[config.mk]
export PLATFORM = sky130hd
export DESIGN_NAME = mwin_xlate
export DESIGN_NICKNAME = d
export VERILOG_FILES = /design/src/rtl/mwin_pkg.sv /design/src/rtl/mwin_rule_check.sv /design/src/rtl/mwin_slot.sv /design/src/rtl/mwin_prio.sv /design/src/rtl/mwin_xlate.sv
export SDC_FILE = /design/constraint.sdc
export NUM_CORES = 1
export LEC_CHECK = 0
export BUFFER_PORTS_ARGS = -buffer_cell sky130_fd_sc_hd__buf_2
export CAP_MARGIN = 25
export CORE_ASPECT_RATIO = 0.5
export CORE_MARGIN = 2
export CORE_UTILIZATION = 49
export CTS_BUF_LIST = sky130_fd_sc_hd__clkbuf_2 sky130_fd_sc_hd__clkbuf_4 sky130_fd_sc_hd__clkbuf_8
export DETAILED_ROUTE_END_ITERATION = 8
export MAX_ROUTING_LAYER = met4
export PLACE_DENSITY = 0.78
export RECOVER_POWER = 25
export SYNTH_ARGS = -nofsm -noshare
export SYNTH_HDL_FRONTEND = slang
export SYNTH_SLANG_ARGS = --single-unit
[constraint.sdc]
create_clock -name clk -period 14 [get_ports clk]
set_input_delay 4.2 -clock clk [delete_from_list [all_inputs] [get_ports clk]]
set_output_delay 4.2 -clock clk [all_outputs]
set_load 0.01 [all_outputs]
[src/rtl/mwin_pkg.sv]
package mwin_pkg;
   // space selected by a window
   typedef enum logic {
      SPACE_COMMON = 1'b0,
      SPACE_ATTR   = 1'b1
   } space_e;
endpackage

[src/rtl/mwin_rule_check.sv]
// Validates one window write against the placement rules.
module mwin_rule_check #(
   parameter int CARD_AW  = 24,
   parameter int MIN_LOG2 = 12,
   localparam int SZW     = CARD_AW + 1
) (
   input  logic               en,
   input  logic [SZW-1:0]     size,
   input  logic [CARD_AW-1:0] host_low,
   input  logic [CARD_AW-1:0] card_base,
   output logic [CARD_AW-1:0] mask,
   output logic               ok
);
   logic [SZW-1:0] size_m1;
   logic           is_pow2, big_enough, aligned;

   always_comb begin
      size_m1    = size - 1'b1;
      mask       = size_m1[CARD_AW-1:0];
      is_pow2    = (size != '0) && ((size & size_m1) == '0);
      big_enough = size >= (SZW'(1) << MIN_LOG2);
      aligned    = ((host_low | card_base) & mask) == '0;
      ok         = !en || (is_pow2 && big_enough && aligned);
   end
endmodule

[src/rtl/mwin_slot.sv]
// One window: settings register plus its address comparator.
module mwin_slot #(
   parameter int HOST_AW  = 32,
   parameter int CARD_AW  = 24,
   parameter int MIN_LOG2 = 12
) (
   input  logic               clk,
   input  logic               rst_n,
   input  logic               load,
   input  logic               new_en,
   input  logic               new_attr,
   input  logic [HOST_AW-1:0] new_host,
   input  logic [CARD_AW-1:0] new_card,
   input  logic [CARD_AW-1:0] new_mask,
   input  logic [HOST_AW-1:0] acc_addr,
   output logic               hit,
   output logic [CARD_AW-1:0] card_addr,
   output logic               attr
);
   import mwin_pkg::*;

   logic               en_q;
   space_e             space_q;
   logic [HOST_AW-1:0] host_q;
   logic [CARD_AW-1:0] card_q;
   logic [CARD_AW-1:0] mask_q;

   always_ff @(posedge clk) begin
      if (!rst_n) begin
         en_q    <= 1'b0;
         space_q <= SPACE_COMMON;
         host_q  <= '0;
         card_q  <= '0;
         mask_q  <= '0;
      end else if (load) begin
         en_q    <= new_en;
         space_q <= space_e'(new_attr);
         host_q  <= new_host;
         card_q  <= new_card;
         mask_q  <= new_mask;
      end
   end

   logic upper_eq, lower_eq;
   always_comb begin
      upper_eq  = acc_addr[HOST_AW-1:CARD_AW] == host_q[HOST_AW-1:CARD_AW];
      lower_eq  = (acc_addr[CARD_AW-1:0] & ~mask_q) == host_q[CARD_AW-1:0];
      hit       = en_q && upper_eq && lower_eq;
      card_addr = card_q | (acc_addr[CARD_AW-1:0] & mask_q);
      attr      = (space_q == SPACE_ATTR);
   end

   // an enabled window holds bases aligned to its size
   a_r8_bases_aligned: assert property (@(posedge clk) disable iff (!rst_n)
      en_q |-> (((host_q[CARD_AW-1:0] | card_q) & mask_q) == '0));
   // an enabled window's mask is a run of low ones of at least MIN_LOG2 bits
   a_r6_mask_shape: assert property (@(posedge clk) disable iff (!rst_n)
      en_q |-> ((CARD_AW'(mask_q + 1'b1) & mask_q) == '0
                && mask_q[MIN_LOG2-1:0] == '1));
endmodule

[src/rtl/mwin_prio.sv]
// Fixed-priority pick: lowest index wins.
module mwin_prio #(
   parameter int N    = 4,
   localparam int IW  = $clog2(N)
) (
   input  logic [N-1:0]  req,
   output logic [N-1:0]  grant,
   output logic [IW-1:0] idx,
   output logic          any
);
   always_comb begin
      grant = '0;
      idx   = '0;
      any   = |req;
      for (int i = N - 1; i >= 0; i--) begin
         if (req[i]) begin
            grant = '0;
            grant[i] = 1'b1;
            idx   = IW'(i);
         end
      end
   end

   // at most one window is granted, and only a requesting one
   always_comb begin
      a_r5_grant_onehot: assert ($onehot0(grant) && ((grant & ~req) == '0));
   end
endmodule

[src/rtl/mwin_xlate.sv]
// Host-to-card memory window translator, top level.
module mwin_xlate #(
   parameter int NUM_WIN  = 4,
   parameter int HOST_AW  = 32,
   parameter int CARD_AW  = 24,
   parameter int MIN_LOG2 = 12,
   localparam int IW      = $clog2(NUM_WIN),
   localparam int SZW     = CARD_AW + 1
) (
   input  logic               clk,
   input  logic               rst_n,
   input  logic               cfg_we,
   input  logic [IW-1:0]      cfg_sel,
   input  logic               cfg_en,
   input  logic               cfg_attr,
   input  logic [HOST_AW-1:0] cfg_host_base,
   input  logic [CARD_AW-1:0] cfg_card_base,
   input  logic [SZW-1:0]     cfg_size,
   output logic               cfg_err,
   input  logic               acc_valid,
   input  logic [HOST_AW-1:0] acc_addr,
   output logic               xl_strobe,
   output logic [CARD_AW-1:0] xl_addr,
   output logic               xl_attr,
   output logic [IW-1:0]      xl_win
);
   // elaboration-time parameter checks
   if (NUM_WIN < 4)             $error("NUM_WIN must be at least 4");
   if (HOST_AW <= CARD_AW)      $error("HOST_AW must exceed CARD_AW");
   if (MIN_LOG2 >= CARD_AW)     $error("MIN_LOG2 must be below CARD_AW");

   logic [CARD_AW-1:0] new_mask;
   logic               rule_ok, sel_ok;

   mwin_rule_check #(.CARD_AW(CARD_AW), .MIN_LOG2(MIN_LOG2)) u_check (
      .en        (cfg_en),
      .size      (cfg_size),
      .host_low  (cfg_host_base[CARD_AW-1:0]),
      .card_base (cfg_card_base),
      .mask      (new_mask),
      .ok        (rule_ok)
   );

   assign sel_ok = 32'(cfg_sel) < NUM_WIN;

   logic [NUM_WIN-1:0] slot_hit;
   logic [CARD_AW-1:0] slot_addr [NUM_WIN];
   logic [NUM_WIN-1:0] slot_attr;

   for (genvar g = 0; g < NUM_WIN; g++) begin : g_win
      mwin_slot #(.HOST_AW(HOST_AW), .CARD_AW(CARD_AW), .MIN_LOG2(MIN_LOG2)) u_slot (
         .clk       (clk),
         .rst_n     (rst_n),
         .load      (cfg_we && rule_ok && sel_ok && (cfg_sel == IW'(g))),
         .new_en    (cfg_en),
         .new_attr  (cfg_attr),
         .new_host  (cfg_host_base),
         .new_card  (cfg_card_base),
         .new_mask  (new_mask),
         .acc_addr  (acc_addr),
         .hit       (slot_hit[g]),
         .card_addr (slot_addr[g]),
         .attr      (slot_attr[g])
      );
   end

   logic [NUM_WIN-1:0] grant;
   logic [IW-1:0]      win_idx;
   logic               any_hit;

   mwin_prio #(.N(NUM_WIN)) u_prio (
      .req   (slot_hit),
      .grant (grant),
      .idx   (win_idx),
      .any   (any_hit)
   );

   logic [CARD_AW-1:0] pick_addr;
   logic               pick_attr;
   always_comb begin
      pick_addr = '0;
      pick_attr = 1'b0;
      for (int i = 0; i < NUM_WIN; i++) begin
         if (grant[i]) begin
            pick_addr = pick_addr | slot_addr[i];
            pick_attr = pick_attr | slot_attr[i];
         end
      end
   end

   always_ff @(posedge clk) begin
      if (!rst_n) begin
         xl_strobe <= 1'b0;
         xl_addr   <= '0;
         xl_attr   <= 1'b0;
         xl_win    <= '0;
         cfg_err   <= 1'b0;
      end else begin
         xl_strobe <= acc_valid && any_hit;
         xl_addr   <= pick_addr;
         xl_attr   <= pick_attr;
         xl_win    <= win_idx;
         cfg_err   <= cfg_we && !(rule_ok && sel_ok);
      end
   end

   // a strobe needs an access in the previous cycle
   a_r4_strobe_needs_access: assert property (@(posedge clk) disable iff (!rst_n)
      !acc_valid |=> !xl_strobe);
   // an error pulse only follows a write
   a_r6_err_after_write: assert property (@(posedge clk) disable iff (!rst_n)
      !cfg_we |=> !cfg_err);
   // a disabling write is never flagged
   a_r10_disable_accepted: assert property (@(posedge clk) disable iff (!rst_n)
      (cfg_we && !cfg_en && sel_ok) |=> !cfg_err);
endmodule

== After elaboration in Yosys (flattened, before gate mapping) ==
Cells that the tools add are included.
W data, S select, Z words.

* Output and inout bits: 29
* Register bits after elaboration: 357

* Reduce and logical (&&, ||, !) cells: 28
* $add $sub $neg: 1
* Bitwise logic cells: 26
* Equal/unequal tests: 11
* Mux-type cells: 15
* Magnitude comparators: 1

{| class="wikitable"
|+ Operators by type and width
! cell !! count
|-
| $and A24 B24 Y24 || 9
|-
| $or A24 B24 Y24 || 8
|-
| $eq A24 B24 Y1 || 4
|-
| $mux W24 || 4
|-
| $not A24 Y24 || 4
|-
| $eq A8 B8 Y1 || 4
|-
| $and A25 B25 Y25 || 1
|-
| $ge A25 B13 Y1 const B || 1
|-
| $logic_not A25 Y1 || 1
|-
| $reduce_bool A25 Y1 || 1
|-
| $sub A25 B1 Y25 const B || 1
|-
| $logic_not A24 Y1 || 1
|-
| $logic_and A1 B1 Y1 || 18
|-
| $mux W4 || 4
|-
| $mux W1 || 5
|-
| $eq A2 B2 Y1 const B || 2
|-
| $mux W2 || 2
|-
| $reduce_or A4 Y1 || 1
|-
| $or A1 B1 Y1 || 3
|-
| $reduce_or A3 Y1 || 1
|-
| $eq A2 B1 Y1 const B || 1
|-
| $logic_not A1 Y1 || 2
|-
| $logic_not A2 Y1 || 1
|-
| $reduce_or A2 Y1 || 1
|-
| other kinds (2) || 2
|}

== Longest topological paths before layout ==
* Depth in word-level cells: 15
* Gate-level depth with buffers: 18
* Depth with buffers taken out: 15

== Hierarchy ==
From an unflattened synthesis, not the netlist that was laid out.

* Cells, all modules: 1,693
* Area, all modules: 17,665.7 µm²

{| class="wikitable"
|+ Modules (own cells, without submodules)
! module !! times used !! seq. area each (µm²) !! cells an instance !! area an instance (µm²)
|-
| mwin_slot || 4 || 1,641.6 || 355 || 3,752.3
|-
| mwin_xlate || 1 || 580.6 || 129 || 1,672.9
|-
| mwin_rule_check || 1 || 0.0 || 134 || 924.6
|-
| mwin_prio || 1 || 0.0 || 10 || 58.8
|}

== Least setup slack after synthesis ==
Ideal clock, no wire load.

* Path kind: input-to-reg
* Start point: input port cfg_size[2]
* End point: register g_win[1].u_slot.mask_q[7]
* Stages on the path: 18
* Slack: 6.467 ns
* Setup time: 0.132 ns
* Arrival time: 7.402 ns
* Path through: nor3_1 -> nand3_1 -> or3b_2 -> nor4_1 -> nand2_1 -> or3_1 -> ha_1 -> nor4_1 -> nand4_1 -> nor2_1 -> o2111ai_2 -> nand2_2 -> nand2b_1 -> buf_4 -> buf_6 -> buf_6 -> nand3_1 -> o21ai_0

* Word-level cells in the longest chain between the ends: 9
* Elaborated cells on any way between the ends: 13

{| class="wikitable"
|+ Ends and longest elaborated chain
! element !! line !! RTL
|-
| start, declared || mwin_xlate.sv:18 || <nowiki>input logic [SZW-1:0] cfg_size,</nowiki>
|-
| $sub A25 B1 Y25 || mwin_rule_check.sv:18 || <nowiki>size_m1 = size - 1'b1;</nowiki>
|-
| $and A25 B25 Y25 || mwin_rule_check.sv:20 || <nowiki>is_pow2 = (size != '0) && ((size & size_m1) == '0);</nowiki>
|-
| $logic_not A25 Y1 || mwin_rule_check.sv:20 ||
|-
| $logic_and A1 B1 Y1 || mwin_rule_check.sv:20 ||
|-
| $logic_and A1 B1 Y1 (2 in a row) || mwin_rule_check.sv:23 || <nowiki>ok = !en || (is_pow2 && big_enough && aligned);</nowiki>
|-
| $logic_or A1 B1 Y1 || mwin_rule_check.sv:23 ||
|-
| $logic_and A1 B1 Y1 (2 in a row) || mwin_xlate.sv:54 || <nowiki>.load (cfg_we && rule_ok && sel_ok && (cfg_sel == IW'(g))),</nowiki>
|-
| end signal, assigned || mwin_slot.sv:40 || <nowiki>mask_q <= new_mask;</nowiki>
|-
| end, declared || mwin_slot.sv:26 || <nowiki>logic [CARD_AW-1:0] mask_q;</nowiki>
|}

Several ways; a longest one is shown, not always the timed one.
A chain may end at the register's enable or synchronous reset.

== Worst setup path in the final report ==
* Start point: input port cfg_size[2]
* End point: register g_win[2].u_slot.mask_q[9]

* Word-level cells in the longest chain between the ends: 9
* Elaborated cells on any way between the ends: 13

{| class="wikitable"
|+ Ends and longest elaborated chain
! element !! line
|-
| $sub A25 B1 Y25 || mwin_rule_check.sv:18
|-
| $and A25 B25 Y25 || mwin_rule_check.sv:20
|-
| $logic_not A25 Y1 || mwin_rule_check.sv:20
|-
| $logic_and A1 B1 Y1 || mwin_rule_check.sv:20
|-
| $logic_and A1 B1 Y1 (2 in a row) || mwin_rule_check.sv:23
|-
| $logic_or A1 B1 Y1 || mwin_rule_check.sv:23
|-
| $logic_and A1 B1 Y1 (2 in a row) || mwin_xlate.sv:54
|-
| end signal, assigned || mwin_slot.sv:40
|-
| end, declared || mwin_slot.sv:26
|}

Several ways; a longest one is shown, not always the timed one.

==> run summary <==
Outcome: finished, violations left
Failing checks: max-capacitance violations, max-slew violations
Vias/cell: 5.88
Final Hold Vio Count: 0
Clk Tree Root Cell: clkbuf_8
PortBufs: 149
DRC viols: 0
Initial core utilization: 0.500
GPL Wtd Cong: 0.920
Max Clock Freq: 108 MHz
Mapped cell area: 15900 um2
TNS Setup: 0 ns
Synthesis-to-finish area growth: 9.68%
Async set-reset flop share out of synthesis: 0
Syn_nets: 1952
Clock latency on the worst-skew pair: 0.62 ns
Endpoints failing setup: 0
Final min period: 9.29 ns
# rows: 46
Total gr overflow: 0
Commonest non-fill, non-tap cell in the layout: dfxtp_1
Sequential share of the synthesized area: 0.450
Hold crit path type: reg2reg
Max FO, Critical Path: 110
CTS tree: done
Setup ws final: 4.71 ns
Share of Yosys cell area claimed by the top area cell type: 0.450
Mapped Avg Cell Area: 8.79 um2
Vias in the first global route: 12600
CTS Sinks: 357
Max-slew headroom: -0.156
Distinct cells, synth: 54
Max-cap viol count: 3
Area of the die: 34000 um2
Number of buffers added for setup after CTS: 0
Setup crit end kind: register
Worst Path Required: 14.44 ns
LEAKAGE: 6.10 nW
Startpoint class of the critical path: input port
CP max stage delay: 0.84 ns
Routed via count: 13900
Layout cells sized above 1: 0.128
Crit path DAT: 9.73 ns
H-tree levels: 2
Routed Antenna Nets: 0
Pwr per Cell Area: 121 nW/um2
Placed wire-length estimate: 32900 um
Clk_skew: 0.0473 ns
Antenna violations before repair: 3
Top cells by area in the synthesized netlist: dfxtp_1, nand3_1, o21ai_0, xnor2_1, nor2b_1
Worst VDD drop: 74.1 uV
Post-place setup slack: 4.84 ns
Post-synth EDFFs: 0
Util after Layout: 0.549
Final Cycle Share: 0.663
Overall Power: 2.12 mW
I/O pin count: 150
DR iter-0 viols: 1657
Gr usage total: 0.281
Most frequent cells in the layout: dfxtp_1, nand3_1, o21ai_0
RSZ-0062 raised after global routing: false
Max Root-Sink Buffers: 3
CTS resizes: 0
Fin nets: 2030
Syn Inst Count: 1807
Largest net degree at the start of global routing: 235
Routed len/inst: 20.3 um
Post-synthesis register bit count: 357
Core area: 31800 um2
First-pass GRT wire length: 72400 um
Die Height: 131 um
Hold slack: 0.463 ns
Cell taking the most area after synthesis: dfxtp_1
Crit-path cells: clkbuf_1, nor3_1, nand3_1, or3b_2, nor4_1, nand2_1, or3_1, ha_1, nor4_1, nand4_1, nor2_1, o2111ai_1, nand2_1, nand2b_1, buf_4, buf_16, nand3_1, o21ai_0
Final Max Tran Viols: 96
CTS buffer count: 51
Final wirelength: 47700 um
Crit Path Class: in2reg
Hold Buf Count CTS: 0
Slowest CP cell: nand2b_1
Clock-pin slew on the worst setup and hold paths: 0.06 ns
Ys flop type: dfxtp_1
Yosys Warn Count: 0
Least-Margin Pin Slew: 1.73 ns
Pre-Repair DR Iteration Count: 7
Die Width: 259 um
## stage by stage
| stage | instances | area (um2) |
|---|---|---|
| after floorplan | 1807 | 15900 |
| after global placement | 2262 | 16500 |
| after detailed placement | 2262 | 16500 |
| after CTS | 2352 | 17500 |
| after global routing | 2357 | 17400 |
| final | 2357 | 17400 |
## cells by family after synthesis
| kind of cell | count (synthesis) | synth area share |
|---|---|---|
| simple gates | 660 | 0.223 |
| flops | 357 | 0.450 |
| xor+xnor | 122 | 0.0672 |
| compound gates | 501 | 0.186 |
| fa+ha+maj | 24 | 0.0189 |
| buf+inv | 143 | 0.0558 |
## metal layers
layer | track usage | vias to the layer above | wire length [um] | share of wire
met5 | - | - | 0 | 0
met4 | 0.108 | 0 | 1870 | 0.039
met3 | 0.0596 | 113 | 4210 | 0.088
met2 | 0.422 | 600 | 21000 | 0.44
met1 | 0.371 | 6521 | 20700 | 0.43
li1 | - | 6630 | - | -
## final timing paths
| kind | from | to | slack [ns] | cells past startpoint |
|---|---|---|---|---|
| max | cfg_size[2] | g_win[2].u_slot.mask_q[9] | 4.71 | 18 |
| min | g_win[3].u_slot.card_q[14] | g_win[3].u_slot.card_q[14] | 0.46 | 2 |
| max reg2reg | g_win[0].u_slot.mask_q[7] | xl_addr[6] | 8.27 | 9 |
| min reg2reg | g_win[3].u_slot.card_q[14] | g_win[3].u_slot.card_q[14] | 0.46 | 2 |
## state kept, by name, summed over array words and instances, names as in the netlist
| name | cells |
|---|---|
| g_win.u_slot.mask_q | 96 |
| xl_addr | 24 |
| xl_attr | 1 |
| g_win.u_slot.attr | 4 |
| g_win.u_slot.en_q | 4 |
| g_win.u_slot.card_q | 96 |
| cfg_err | 1 |
| xl_strobe | 1 |
| g_win.u_slot.host_q | 128 |
| xl_win | 2 |
## cell usage after synthesis, drive strengths merged, types with 24 or more instances
cell / n
buf: 79
nand2b: 36
xnor2: 108
nand4: 24
dfxtp: 357
a21oi: 77
nand3: 334
nor2b: 87
ha: 24
o21ai: 338
clkbuf: 57
nand2: 90
## critical path, delay by kind of cell
kind                     cells  cell delay (ns)
AO/OA/AOI/OAI                2             0.47
adder cells (fa/ha/maj)      1             0.18
buffers and inverters        3             0.85
AND/OR/NAND/NOR             12             3.96
## area by class of cell
cell class,instances,area [um2]
Antenna cell,3,7.51
Multi-Input combinational cell,1307,7770
Clock buffer,79,968
Clock inverter,11,115
Timing Repair Buffer,161,856
Tap cell,432,541
Inverter,7,26.3
Fill cell,2895,14300
Sequential cell,357,7150
## where the power goes
part | leakage (nW) | switching (mW) | internal, mW
sequential | 2.89 | 0.0132 | 1.04
clock | 0.579 | 0.404 | 0.477
combinational | 2.64 | 0.124 | 0.0606
total | 6.10 | 0.541 | 1.57
(Power assumes the default switching activity.)
